--- config.mk ---
export PLATFORM = sky130hd
export DESIGN_NAME = irq_agg_regs
export DESIGN_NICKNAME = d
export VERILOG_FILES = /design/src/rtl/irq_agg_pkg.sv /design/src/rtl/irq_agg_decode.sv /design/src/rtl/irq_agg_gpr.sv /design/src/rtl/irq_agg_core.sv /design/src/rtl/irq_agg_regs.sv
export SDC_FILE = /design/constraint.sdc
export NUM_CORES = 1
export LEC_CHECK = 0
export ABC_AREA = 1
export BUFFER_PORTS_ARGS = -buffer_cell sky130_fd_sc_hd__buf_2
export CAP_MARGIN = 20
export CORE_MARGIN = 1.5
export CORE_UTILIZATION = 30
export CTS_CLUSTER_SIZE = 12
export DETAILED_ROUTE_END_ITERATION = 8
export PLACE_DENSITY = 0.48
export SYNTH_ARGS = -nofsm -noshare
export SYNTH_HDL_FRONTEND = slang
export SYNTH_SLANG_ARGS = --single-unit
--- constraint.sdc ---
create_clock -name clk -period 1.66 [get_ports clk]
set_clock_uncertainty 0.15 [all_clocks]
set_input_delay 0.249 -clock clk [delete_from_list [all_inputs] [get_ports clk]]
set_output_delay 0.249 -clock clk [all_outputs]
set_load 0.05 [all_outputs]
--- src/rtl/irq_agg_pkg.sv ---
package irq_agg_pkg;
  localparam int unsigned REG_W   = 32;
  localparam int unsigned NLINES  = 16;
  localparam int unsigned ADDR_W  = 8;
  localparam int unsigned NUM_GPR = 10;

  localparam logic [REG_W-1:0]  IRQ_IMPL_MASK = 32'h000F_EEFF;
  localparam logic [ADDR_W-1:0] OFS_MASK = 8'hC0;
  localparam logic [ADDR_W-1:0] OFS_STAT = 8'hD0;

  // byte offset of storage register idx
  function automatic logic [ADDR_W-1:0] gpr_offset(input int idx);
    case (idx)
      0: return 8'h10;
      1: return 8'h14;
      2: return 8'h40;
      3: return 8'h60;
      4: return 8'h80;
      5: return 8'h84;
      6: return 8'h88;
      7: return 8'h90;
      8: return 8'hE0;
      9: return 8'hE4;
      default: return 8'hFF;
    endcase
  endfunction

  // isolate the least significant set bit
  function automatic logic [NLINES-1:0] lowest_onehot(input logic [NLINES-1:0] v);
    return v & (~v + {{(NLINES-1){1'b0}}, 1'b1});
  endfunction

  // level produced by a mask-register write
  function automatic logic [NLINES-1:0] replay_level(input logic [NLINES-1:0] lvl,
                                                     input logic [NLINES-1:0] stat);
    return lvl ^ stat;
  endfunction

  // keep only implemented interrupt register bits
  function automatic logic [REG_W-1:0] impl_bits(input logic [REG_W-1:0] d);
    return d & IRQ_IMPL_MASK;
  endfunction
endpackage

--- src/rtl/irq_agg_decode.sv ---
module irq_agg_decode
  import irq_agg_pkg::*;
#(
  parameter int unsigned AW   = ADDR_W,
  parameter int unsigned NGPR = NUM_GPR
) (
  input  logic [AW-1:0]   addr,
  output logic [NGPR-1:0] gpr_sel,
  output logic            mask_sel,
  output logic            stat_sel,
  output logic            hit
);
  for (genvar i = 0; i < NGPR; i++) begin : g_sel
    assign gpr_sel[i] = (addr == AW'(gpr_offset(i)));
  end

  assign mask_sel = (addr == AW'(OFS_MASK));
  assign stat_sel = (addr == AW'(OFS_STAT));
  assign hit      = (|gpr_sel) | mask_sel | stat_sel;
endmodule

--- src/rtl/irq_agg_gpr.sv ---
module irq_agg_gpr
  import irq_agg_pkg::*;
#(
  parameter int unsigned W    = REG_W,
  parameter int unsigned NGPR = NUM_GPR
) (
  input  logic              clk,
  input  logic              rst_n,
  input  logic              we,
  input  logic [NGPR-1:0]   sel,
  input  logic [W-1:0]      wdata,
  output logic [NGPR*W-1:0] regs_flat
);
  for (genvar i = 0; i < NGPR; i++) begin : g_reg
    logic [W-1:0] q;
    always_ff @(posedge clk) begin
      if (!rst_n)            q <= '0;
      else if (we && sel[i]) q <= wdata;
    end
    assign regs_flat[i*W +: W] = q;
  end
endmodule

--- src/rtl/irq_agg_core.sv ---
module irq_agg_core
  import irq_agg_pkg::*;
#(
  parameter int unsigned W = REG_W,
  parameter int unsigned N = NLINES
) (
  input  logic         clk,
  input  logic         rst_n,
  input  logic [N-1:0] irq_in,
  input  logic         mask_we,
  input  logic         stat_we,
  input  logic [W-1:0] wdata,
  output logic [W-1:0] mask_q,
  output logic [W-1:0] stat_q,
  output logic         host_irq,
  output logic [N-1:0] line_out,
  output logic         ev_any,
  output logic         win_level
);
  localparam int unsigned PAD = W - N;

  logic [N-1:0] in_prev;
  logic [N-1:0] level;
  logic [N-1:0] chg;
  logic [N-1:0] ev;
  logic [N-1:0] win;
  logic [N-1:0] stat_lo;
  logic [N-1:0] repl;
  logic [N-1:0] base;
  logic [N-1:0] level_n;

  assign chg       = irq_in ^ in_prev;
  assign ev        = chg & mask_q[N-1:0];
  assign win       = lowest_onehot(ev);
  assign ev_any    = |ev;
  assign win_level = |(win & irq_in);
  assign stat_lo   = stat_q[N-1:0];
  assign repl      = replay_level(level, stat_lo);
  assign base      = mask_we ? repl : level;
  // a line change on the same edge overrides the replayed bit
  assign level_n   = (base & ~chg) | (irq_in & chg);

  always_ff @(posedge clk) begin
    if (!rst_n) begin
      in_prev  <= '0;
      level    <= '0;
      mask_q   <= '0;
      stat_q   <= '0;
      host_irq <= 1'b0;
      line_out <= '0;
    end else begin
      in_prev <= irq_in;
      level   <= level_n;
      if (mask_we) begin
        mask_q   <= impl_bits(wdata);
        line_out <= (line_out & ~stat_lo) | (repl & stat_lo);
      end
      if (ev_any) begin
        stat_q   <= {{PAD{1'b0}}, win};
        host_irq <= win_level;
      end else if (stat_we) begin
        stat_q <= impl_bits(wdata);
      end
    end
  end
endmodule

--- src/rtl/irq_agg_regs.sv ---
module irq_agg_regs
  import irq_agg_pkg::*;
#(
  parameter int unsigned AW   = ADDR_W,
  parameter int unsigned W    = REG_W,
  parameter int unsigned N    = NLINES,
  parameter int unsigned NGPR = NUM_GPR
) (
  input  logic          clk,
  input  logic          rst_n,
  input  logic [AW-1:0] bus_addr,
  input  logic          bus_we,
  input  logic [W-1:0]  bus_wdata,
  output logic [W-1:0]  bus_rdata,
  input  logic [N-1:0]  irq_in,
  output logic          host_irq,
  output logic [N-1:0]  line_out
);
  logic [NGPR-1:0]   gpr_sel;
  logic              mask_sel;
  logic              stat_sel;
  logic              hit;
  logic [NGPR*W-1:0] gpr_flat;
  logic [W-1:0]      mask_q;
  logic [W-1:0]      stat_q;
  logic              mask_wr;
  logic              stat_wr;
  logic              ev_any;
  logic              win_level;
  logic [W-1:0]      rd_mux;

  assign mask_wr = bus_we & mask_sel;
  assign stat_wr = bus_we & stat_sel;

  irq_agg_decode #(.AW(AW), .NGPR(NGPR)) u_dec (
    .addr(bus_addr), .gpr_sel(gpr_sel), .mask_sel(mask_sel),
    .stat_sel(stat_sel), .hit(hit)
  );

  irq_agg_gpr #(.W(W), .NGPR(NGPR)) u_gpr (
    .clk(clk), .rst_n(rst_n), .we(bus_we), .sel(gpr_sel),
    .wdata(bus_wdata), .regs_flat(gpr_flat)
  );

  irq_agg_core #(.W(W), .N(N)) u_core (
    .clk(clk), .rst_n(rst_n), .irq_in(irq_in),
    .mask_we(mask_wr), .stat_we(stat_wr), .wdata(bus_wdata),
    .mask_q(mask_q), .stat_q(stat_q), .host_irq(host_irq),
    .line_out(line_out), .ev_any(ev_any), .win_level(win_level)
  );

  always_comb begin
    rd_mux = '0;
    for (int i = 0; i < NGPR; i++) begin
      if (gpr_sel[i]) rd_mux = gpr_flat[i*W +: W];
    end
    if (mask_sel) rd_mux = mask_q;
    if (stat_sel) rd_mux = stat_q;
  end

  always_ff @(posedge clk) begin
    if (!rst_n) bus_rdata <= '0;
    else        bus_rdata <= rd_mux;
  end
endmodule

==> impl_metrics.toml, run 1 <==
[synth]
netlist_area_um2 = 18300
average_size_of_a_mapped_cell_um2 = 7.15
synth-edff-count = 0
yosys_most_used_dff = "dfxtp_1"
yosysWarningCount = 0
postSynthRegisterBits = 431
synth.top_cells.by_area = "dfxtp_1 (47%), a21oi_1 (11%), nand2_1 (10%)"
netlist-cell-type-count = 35
synth_sequential_area_ratio_pct = 47.2
synth_top_cell_by_area = "dfxtp_1"
synth_top_cell_area_share_pct = 47.2
synth_cells = 2555
ys_async_sr_fraction_pct = 0

[timing]
slew_violations = 0
rsz_0062_raised_after_global_routing = "yes"
final.period_utilization_pct = 116
fin_worst_hold_slack_ns = -0.0477
tightest_slew_ns = 0.620
achievable-frequency_ghz = 0.521
finalCriticalPeriod_ns = 1.92
maxSlewHeadroom_pct = 58.7
hold_viol_final = 2
setup_violations = 19
worst_slack_ns = -0.258

[floorplan]
floorplan.initialDensity_pct = 30.3
die_height_um = 250
fp.coreArea_um2 = 60200
core.rowCount = 90
die_w_um = 250
fp.dieArea_um2 = 62400
floorplan.io_pins = 108

[worst_setup_path]
setup.worst_path.class = "input pin to register"
crit_fanout = 5
worst_setup_path_start_kind = "input pin"
endpoint_kind = "register"
worstPathArrival_ns = 2.30
worst-endpoint-required_ns = 2.04

[global_routing]
track_usage_pct = 19.6
grt_max_degree = 102
grt_first_pass_wirelength_um = 96800
remaining_global_route_overflow = 0
antenna_violations_before_repair = 1
grt_pass1_vias = 17200

[power_and_ir_drop]
power_frac_comb_pct = 5.6
leakage_nw = 10.2
seq_power_share_pct = 47.3
netSwitchingPower_mw = 5.14
p_total_mw = 22.1
peakVddDrop_v = 0.000685
power_switching_share_pct = 23.3
p_int_mw = 16.9
p_clk_share_pct = 47.1
power.density_nw_per_um2 = 922

[route]
totalWireLength_um = 62400
dr_wl_cell_um = 17.1
drt-vias-per-instance = 4.83
drc = 0
drtPass1Iterations = 7
drt.antenna.violating_nets = 0
routed-via-count = 17700
dr.first_iter.drc_count = 1148

[status]
violations = "negative hold slack, negative setup slack"
result_of_the_run = "finished, violations left"

[cts]
cell_at_the_root_of_the_clock_tree = "clkbuf_16"
clk_latency_ns = 0.58
clock_path_buffers = 3
tritoncts.num_buffers = 47
cts_sinks = 431
htreeDepth = 2
tritoncts = "done"
worst_path_clk_slew_ns = 0.06

[placement]
placement.io_buffers = 103
dp_hpwl_um = 43100
routabilityCongestion = 0.852
place.detailed.instances = 3505

[job]
max-cap-violations = 0

[finish]
layout_common_cells = "nand2_1 (466), dfxtp_1 (423), a21oi_1 (396)"
num_antenna_cells = 0
layout-area-overhead-vs-synth_pct = 31.2
layout.core_utilization_pct = 39.8
layoutNonFillerInstCount = 3658
final_common_cell = "nand2_1"
drive_gt1_share_pct = 19.7
finalNetCount = 2906
fill_cells = 6189

[worst_hold_path]
worst_hold_path_type = "input pin to register"
## area by class of cell
type	instances	area, µm²	area share [%]
inverter	339	1290	5.39
clock inverter	5	65.1	0.272
tap	782	978	4.08
clock buffer	73	1450	6.03
timing repair buffer	406	3530	14.7
sequential	431	8640	36.1
multi-input combinational	1622	8010	33.4
## path summary, 6_finish.rpt
kind | cells after the start | end | from | slack [ns]
setup / recovery | 17 | u_core.stat_q[1] | irq_in[7] | -0.26
hold / removal | 5 | register | irq_in[11] | -0.05
setup reg to reg | 15 | u_core.stat_q[1] | u_core.in_prev[5] | -0.23
hold reg to reg | 2 | u_gpr.g_reg[3].q[31] | u_gpr.g_reg[3].q[31] | 0.30
## power by group through the flow
stage / sequential [mW] / combinational [mW] / clock [mW]
2_1_floorplan: 10.7 / 0.532 / 0
5_1_grt: 10.5 / 1.36 / 11.1
4_1_cts: 10.5 / 1.22 / 10.6
3_3_place_gp: 10.7 / 1.09 / 0
6_report: 10.5 / 1.24 / 10.4
3_5_place_dp: 10.7 / 1.10 / 0
## worst max-delay path, stage by stage
cell           delay [ns]
buf_2                0.09
dlygate4sd3_1        0.57
inv_1                0.05
nand2_1              0.09
nand2_2              0.08
nand2_2              0.08
nand2_2              0.08
nor2_4               0.11
nand2_4              0.07
clkinv_4             0.06
nand3_4              0.11
nor2_4               0.27
buf_6                0.13
nand2_1              0.04
o21ai_0              0.06
o21ai_0              0.09
inv_1                0.07
## flip-flops by register name, indices dropped and copies added, names as in the netlist, named ones only
signal	flops
bus_rdata	32
u_core.host_irq	1
u_core.in_prev	14
u_core.mask_q	18
u_core.stat_q	18
u_gpr.g.q	320
## metal layers
| metal | GRT usage (%) | share of wire, % | vias up |
|---|---|---|---|
| li1 | - | - | 8900 |
| met1 | 23.0 | 42 | 8278 |
| met2 | 36.5 | 52 | 387 |
| met3 | 2.35 | 3.6 | 110 |
| met4 | 6.88 | 3.1 | 2 |
| met5 | 0 | 0.016 | - |
## synth_stat cells (2+ instances only)
| master | number |
|---|---|
| inv_1 | 324 |
| buf_4 | 14 |
| buf_1 | 7 |
| nor2_2 | 7 |
| or2_2 | 3 |
| nor2_8 | 2 |
| nand2_1 | 510 |
| clkbuf_1 | 101 |
| a21oi_1 | 398 |
| nand3_4 | 2 |
| nand3_2 | 2 |
| nor3_1 | 9 |
| nand2_2 | 8 |
| a211oi_1 | 13 |
| inv_2 | 14 |
| buf_6 | 3 |
| o21bai_1 | 3 |
| xnor2_1 | 2 |
| nor2_4 | 4 |
| xor2_1 | 3 |
| nand3b_1 | 2 |
| a22oi_1 | 4 |
| o211ai_1 | 5 |
| buf_2 | 38 |
| dfxtp_1 | 431 |
| nand4_1 | 55 |
| nor2_1 | 102 |
| nand3_1 | 154 |
| o21ai_1 | 26 |
| o21ai_0 | 304 |
## through the flow
step                area, µm²  worst slack (ns)  TNS [ns]
finish                  24000            -0.258     -3.65
global route            24000            -0.342     -5.42
global placement        21400            -0.699   -129.42
floorplan               18400           -0.0447    -0.402
CTS                     23600            -0.176     -2.35
detailed placement      21400            -0.699   -139.61
## what timing repair did
action | 4_1_cts | 5_1_grt
setup endpoints to repair | 27 | 58
pin swaps | 8 | 42
setup buffers | 12 | 13
gates resized for setup | 50 | 70
cloned | 0 | 0
endpoints found under the hold margin | 231 | 3
hold buffers | 51 | 3
## kinds of logic after synthesis
| group | Yosys count | synth area share (%) |
|---|---|---|
| flip-flops | 431 | 47.2 |
| XOR/XNOR | 5 | 0.240 |
| buffers and inverters | 503 | 11.0 |
| AO/OA/AOI/OAI | 753 | 21.0 |
| AND/OR/NAND/NOR | 862 | 20.5 |
| other | 1 | 0.0205 |
Power figures use the tool's default switching activity.
==> inputs of run 2 (changes only) <==
--- a/config.mk
+++ b/config.mk
@@ -8,10 +8,12 @@
 export ABC_AREA = 1
 export BUFFER_PORTS_ARGS = -buffer_cell sky130_fd_sc_hd__buf_2
 export CAP_MARGIN = 20
+export CORE_ASPECT_RATIO = 0.75
 export CORE_MARGIN = 1.5
 export CORE_UTILIZATION = 30
 export CTS_CLUSTER_SIZE = 12
 export DETAILED_ROUTE_END_ITERATION = 8
+export MAX_ROUTING_LAYER = met4
 export PLACE_DENSITY = 0.48
 export SYNTH_ARGS = -nofsm -noshare
 export SYNTH_HDL_FRONTEND = slang
==> run 2 against run 1 <==
Compared with the run above: the run still ends with negative hold slack, negative setup slack left; highest routed layer is now met4; clock power up 7%; critical path type unchanged; die area about the same; combinational power about the same.
==> impl_metrics.toml, run 2 (synthesis gave the netlist of run 1 again) <==
[status]
result_of_the_run = "finished, violations left"
violations = "negative hold slack, negative setup slack"

[finish]
reg.largest.list = "u_gpr.g.q: 320 flops, bus_rdata: 32 flops"
max_flop_register = "u_gpr.g.q"
largest_register_ffs = 320
finalNetCount = 2917
layout_common_cells = "nand2_1 (460), dfxtp_1 (421), a21oi_1 (395)"
final_common_cell = "nand2_1"
drive_gt1_share_pct = 20.9
layout-area-overhead-vs-synth_pct = 33.4
fill_cells = 6208
layout.core_utilization_pct = 40.4

[timing]
maxSlewHeadroom_pct = 63.1
achievable-frequency_ghz = 0.526
worst_slack_ns = -0.240
slew_violations = 0
final.period_utilization_pct = 114
fin_worst_hold_slack_ns = -0.0266
setup_violations = 19
rsz_0062_raised_after_global_routing = "yes"
tightest_slew_ns = 0.554
finalCriticalPeriod_ns = 1.90
hold_viol_final = 1

[worst_setup_path]
worst-r2r-cell-count = 15
worst_setup_path_start_kind = "input pin"
max_stage_delay_ns = 0.59
timing.reg2reg.setup_slack_ns = -0.23
crit_family = "buffers and inverters"
endpoint_kind = "register"
crit_fanout = 7
worst-endpoint-required_ns = 2.06
crit-reg2reg-launch = "u_core.in_prev[6]"
setup.worst_path.class = "input pin to register"
cp_cell_sequence = "buf_2 -> dlygate4sd3_1 -> inv_1 -> nand2_1 -> nand2_1 -> nand2_1 -> nand3_2 -> nor2_4 -> nand3_4 -> nor2_4 -> buf_12 -> nand2_4 -> o21ai_2 -> o21ai_1 -> inv_1"
most_common_cell_type_on_the_critical_path = "nand2_1"
regToRegEndpoint = "u_core.stat_q[1]"
worstPathArrival_ns = 2.30
path_buf_inv = 5
worst_path_max_delay_cell = "dlygate4sd3_1"

[worst_hold_path]
holdCritStartpoint = "irq_in[4]"
worst_hold_depth = 6
worst_hold_path_type = "input pin to register"

[floorplan]
floorplan.io_pins = 108
die_w_um = 288
core.rowCount = 78
floorplan.initialDensity_pct = 30.3
fp.dieArea_um2 = 62400
fp.coreArea_um2 = 60300
die_height_um = 217

[global_routing]
remaining_global_route_overflow = 0
grt_pass1_vias = 16900
grt_max_degree = 107
antenna_violations_before_repair = 2
grt_first_pass_wirelength_um = 98500
track_usage_pct = 20.8

[cts]
htreeDepth = 2
cts_sinks = 431
worst_path_clk_slew_ns = 0.06
tritoncts.num_buffers = 48
clock_path_buffers = 3
cell_at_the_root_of_the_clock_tree = "clkbuf_16"
tritoncts = "done"
clk_latency_ns = 0.60

[route]
dr_wl_cell_um = 17.7
totalWireLength_um = 65300
dr.first_iter.drc_count = 1306
drt-vias-per-instance = 4.85
drt.antenna.violating_nets = 0
drtPass1Iterations = 5
routed-via-count = 17900
drc = 0

[placement]
dp_hpwl_um = 42800
placement.io_buffers = 103
routabilityCongestion = 0.835

[power_and_ir_drop]
peakVddDrop_v = 0.000703
leakage_nw = 10.4
power.density_nw_per_um2 = 935

[job]
max-cap-violations = 0
## run 2: power breakdown
part           internal, mW  switching (mW)
clock                  6.49            4.60
combinational         0.448           0.790
sequential             10.4          0.0353
## run 2: worst max-delay path by stage
| stage | startpoint | to | slack [ns] | cells past startpoint |
|---|---|---|---|---|
| floorplan | u_core.in_prev[6] | u_core.stat_q[11] | -0.04 | 14 |
| global placement | bus_addr[3] | bus_rdata[8] | -0.57 | 16 |
| detailed placement | bus_addr[0] | bus_rdata[17] | -0.57 | 17 |
| CTS | irq_in[4] | u_core.stat_q[1] | -0.23 | 17 |
| global route | u_core.in_prev[10] | u_core.stat_q[1] | -0.30 | 13 |
| finish | irq_in[10] | u_core.stat_q[1] | -0.24 | 15 |
## run 2: tightest hold or removal path, cell delays in order
cell	delay, ns
buf_2	0.10
inv_1	0.05
nand2_2	0.08
buf_4	0.11
nand3_1	0.06
inv_1	0.04
## run 2: repair_timing
item,CTS,global route
gates resized for setup,38,118
pin swaps,11,35
hold buffers,50,5
cloned,0,4
endpoints found under the setup margin,29,92
hold endpoints to repair,317,6
setup buffers,7,10
## run 2: per-stage QoR
stage | setup slack, ns | power [mW] | instances | setup TNS [ns] | cell area [µm²]
final | -0.240 | 22.8 | 3698 | -2.70 | 24400
after global routing | -0.303 | 23.6 | 3697 | -3.94 | 24400
after CTS | -0.226 | 22.9 | 3680 | -3.42 | 23800
after detailed placement | -0.567 | 11.7 | 3535 | -141.02 | 21500
after global placement | -0.568 | 11.7 | 3535 | -127.72 | 21500
after floorplan | -0.0447 | 11.2 | 2556 | -0.402 | 18400
## run 2: routing by layer
layer  GRT usage [%]  wire length [µm]  up-vias
met5               -                 0        -
met4            4.31              1340        0
met3            4.25              4470      107
met2            30.1             27500      483
met1            29.7             32000     8401
li1                -                 -     8936
## run 2: layout make-up
class,count,area (µm²),area share (%)
Sequential cell,431,8640,35.4
Multi-Input combinational cell,1623,8100,33.2
Timing Repair Buffer,415,3710,15.2
Clock buffer,75,1490,6.13
Inverter,339,1290,5.30
Tap cell,800,1000,4.11
Clock inverter,13,135,0.554
Antenna cell,2,5.00,0.0205
==> inputs of run 3 (changes only) <==
--- a/config.mk
+++ b/config.mk
@@ -10,11 +10,11 @@
 export CAP_MARGIN = 20
 export CORE_ASPECT_RATIO = 0.75
 export CORE_MARGIN = 1.5
-export CORE_UTILIZATION = 30
+export CORE_UTILIZATION = 55
 export CTS_CLUSTER_SIZE = 12
 export DETAILED_ROUTE_END_ITERATION = 8
 export MAX_ROUTING_LAYER = met4
-export PLACE_DENSITY = 0.48
+export PLACE_DENSITY = 0.77
 export SYNTH_ARGS = -nofsm -noshare
 export SYNTH_HDL_FRONTEND = slang
 export SYNTH_SLANG_ARGS = --single-unit
==> run 3 against run 2 <==
Compared with the run above: the run ends with negative setup slack left; sequential power hardly changed; fmax shrank 8.3%; clock power is 16% lower; flip-flop and latch count stayed put; routed wire length is 5.0% lower; core utilization rose by 31 points; largest cell class unchanged.
==> impl_metrics.toml, run 3 (synthesis gave the netlist of run 1 again) <==
[timing]
worst_slack_ns = -0.411
finalCriticalPeriod_ns = 2.07
fin_worst_hold_slack_ns = 0.0284
maxSlewHeadroom_pct = 50.2
slew_violations = 0
hold_viol_final = 0
setup_violations = 21
rsz_0062_raised_after_global_routing = "yes"
tightest_slew_ns = 0.747
achievable-frequency_ghz = 0.483
final.period_utilization_pct = 125

[finish]
layout-area-overhead-vs-synth_pct = 27.6
max_flop_register = "u_gpr.g.q"
finalNetCount = 2894
largest_register_ffs = 320
layout_common_cells = "nand2_1 (467), dfxtp_1 (419), a21oi_1 (392)"
reg.largest.list = "u_gpr.g.q: 320 flops, bus_rdata: 32 flops"
drive_gt1_share_pct = 19.5
final_common_cell = "nand2_1"
layout.cell_area.non_filler_um2 = 23300

[status]
result_of_the_run = "finished, violations left"
violations = "negative setup slack"

[global_routing]
antenna_violations_before_repair = 1
track_usage_pct = 36.0
grt_pass1_vias = 17900
remaining_global_route_overflow = 0
grt_max_degree = 195
grt_first_pass_wirelength_um = 94700

[floorplan]
die_height_um = 161
floorplan.io_pins = 108
core.rowCount = 57
fp.coreArea_um2 = 32500
fp.dieArea_um2 = 34300
die_w_um = 213
floorplan.initialDensity_pct = 56.2

[worst_setup_path]
crit_fanout = 6
worstPathArrival_ns = 2.42
cp_cell_sequence = "inv_2 -> nand2_2 -> nand3_4 -> nand2_4 -> nor2_4 -> nand2_2 -> clkinv_4 -> nand3_4 -> buf_6 -> nor2_4 -> buf_6 -> nand2_1 -> nand3_1 -> nand2_1 -> inv_1"
setup.worst_path.class = "register to register"
endpoint_kind = "register"
max_stage_delay_ns = 0.33
worst-endpoint-required_ns = 2.01
worst_setup_path_start_kind = "register"
worst_path_max_delay_cell = "dfxtp_2"

[placement]
routabilityCongestion = 0.936
dp_hpwl_um = 39600
placedInstanceArea_um2 = 20900
placement.io_buffers = 103

[power_and_ir_drop]
power.density_nw_per_um2 = 900
peakVddDrop_v = 0.000653
leakage_nw = 10.1

[route]
drt-vias-per-instance = 5.78
dr.first_iter.drc_count = 2694
dr_wl_cell_um = 18.8
drtPass1Iterations = 6
routed-via-count = 19100
totalWireLength_um = 62100
drc = 0
drt.antenna.violating_nets = 0

[cts]
cts_sinks = 431
htreeDepth = 2
clk_latency_ns = 0.57
tritoncts.num_buffers = 44
clock_path_buffers = 3
tritoncts = "done"
cell_at_the_root_of_the_clock_tree = "clkbuf_16"
worst_path_clk_slew_ns = 0.06

[job]
max-cap-violations = 0

[worst_hold_path]
worst_hold_path_type = "input pin to register"
-- run 3: cell types whose count changed in the layout (fill, tap and decap cells not counted), moves of 4 or more --
| cell | before | now |
|---|---|---|
| buf_4 | 210 | 196 |
| clkbuf_8 | 17 | 6 |
| nand2_1 | 460 | 467 |
| buf_2 | 89 | 95 |
| buf_6 | 11 | 5 |
| clkbuf_16 | 52 | 46 |
| o21ai_0 | 271 | 277 |
| o21ai_1 | 57 | 51 |
| nor3_2 | 5 | 0 |
| clkbuf_1 | 9 | 13 |
| clkinv_2 | 9 | 5 |
| nand2_2 | 41 | 37 |
| nor2_2 | 17 | 13 |
-- run 3: repair_timing --
action,4_1_cts,5_1_grt
gates resized for setup,39,101
pin swaps,14,37
endpoints found under the hold margin,241,5
hold buffers,51,1
cloned,0,2
setup buffers,4,16
setup endpoints to repair,24,59
-- run 3: final timing paths --
| path | start | endpoint | slack (ns) | depth (start not counted) |
|---|---|---|---|---|
| worst max-delay path | u_core.in_prev[3] | u_core.stat_q[0] | -0.41 | 15 |
| worst min-delay path | irq_in[10] | register | 0.03 | 6 |
| worst max register to register | u_core.in_prev[3] | u_core.stat_q[0] | -0.41 | 15 |
| worst min register to register | u_gpr.g_reg[3].q[25] | u_gpr.g_reg[3].q[25] | 0.29 | 2 |
-- run 3: final cells by class --
cell class / count / area (µm²)
clock buffer: 64 / 1260
timing repair inverter: 1 / 6.26
tap: 442 / 553
antenna: 1 / 2.50
timing repair buffer: 396 / 3470
multi-input combinational: 1622 / 8070
inverter: 339 / 1290
clock inverter: 4 / 20.0
sequential: 431 / 8640
fill: 2437 / 9210
-- run 3: through the flow --
| stage | TNS, ns | setup slack [ns] | cells | utilization (%) | total power, mW |
|---|---|---|---|---|---|
| after floorplan | -0.402 | -0.0447 | 2556 | - | 11.2 |
| after detailed placement | -119.23 | -0.576 | 3158 | 64.2 | 11.7 |
| final | -4.00 | -0.411 | 3300 | 71.7 | 21.0 |
| after CTS | -3.62 | -0.234 | 3281 | 70.2 | 20.8 |
| after global placement | -102.88 | -0.546 | 3158 | 64.2 | 11.7 |
| after global routing | -5.29 | -0.452 | 3300 | 71.7 | 21.5 |
-- run 3: where the power goes --
| part | internal [mW] | total, mW | switching (mW) | leakage (nW) |
|---|---|---|---|---|
| Clock | 5.18 | 9.28 | 4.09 | 0.629 |
| Sequential | 10.4 | 10.5 | 0.0377 | 3.48 |
| Combinational | 0.443 | 1.25 | 0.811 | 6.02 |
| Total | 16.0 | 21.0 | 4.94 | 10.1 |
-- run 3: critical path: cells and delay by family, from the launching register on --
| family | cells | cell delay [ns] |
|---|---|---|
| buffers and inverters | 5 | 0.57 |
| DFF | 1 | 0.33 |
| and+or+nand+nor | 10 | 0.96 |
-- run 3: routing by layer --
metal  vias up  routed length (µm)  GRT usage, %
met4         0                1470          10.1
met3       161                8320          8.60
met2      1199               26800          52.1
met5         -                   0             -
li1       8881                   -             -
met1      8831               25400          50.0
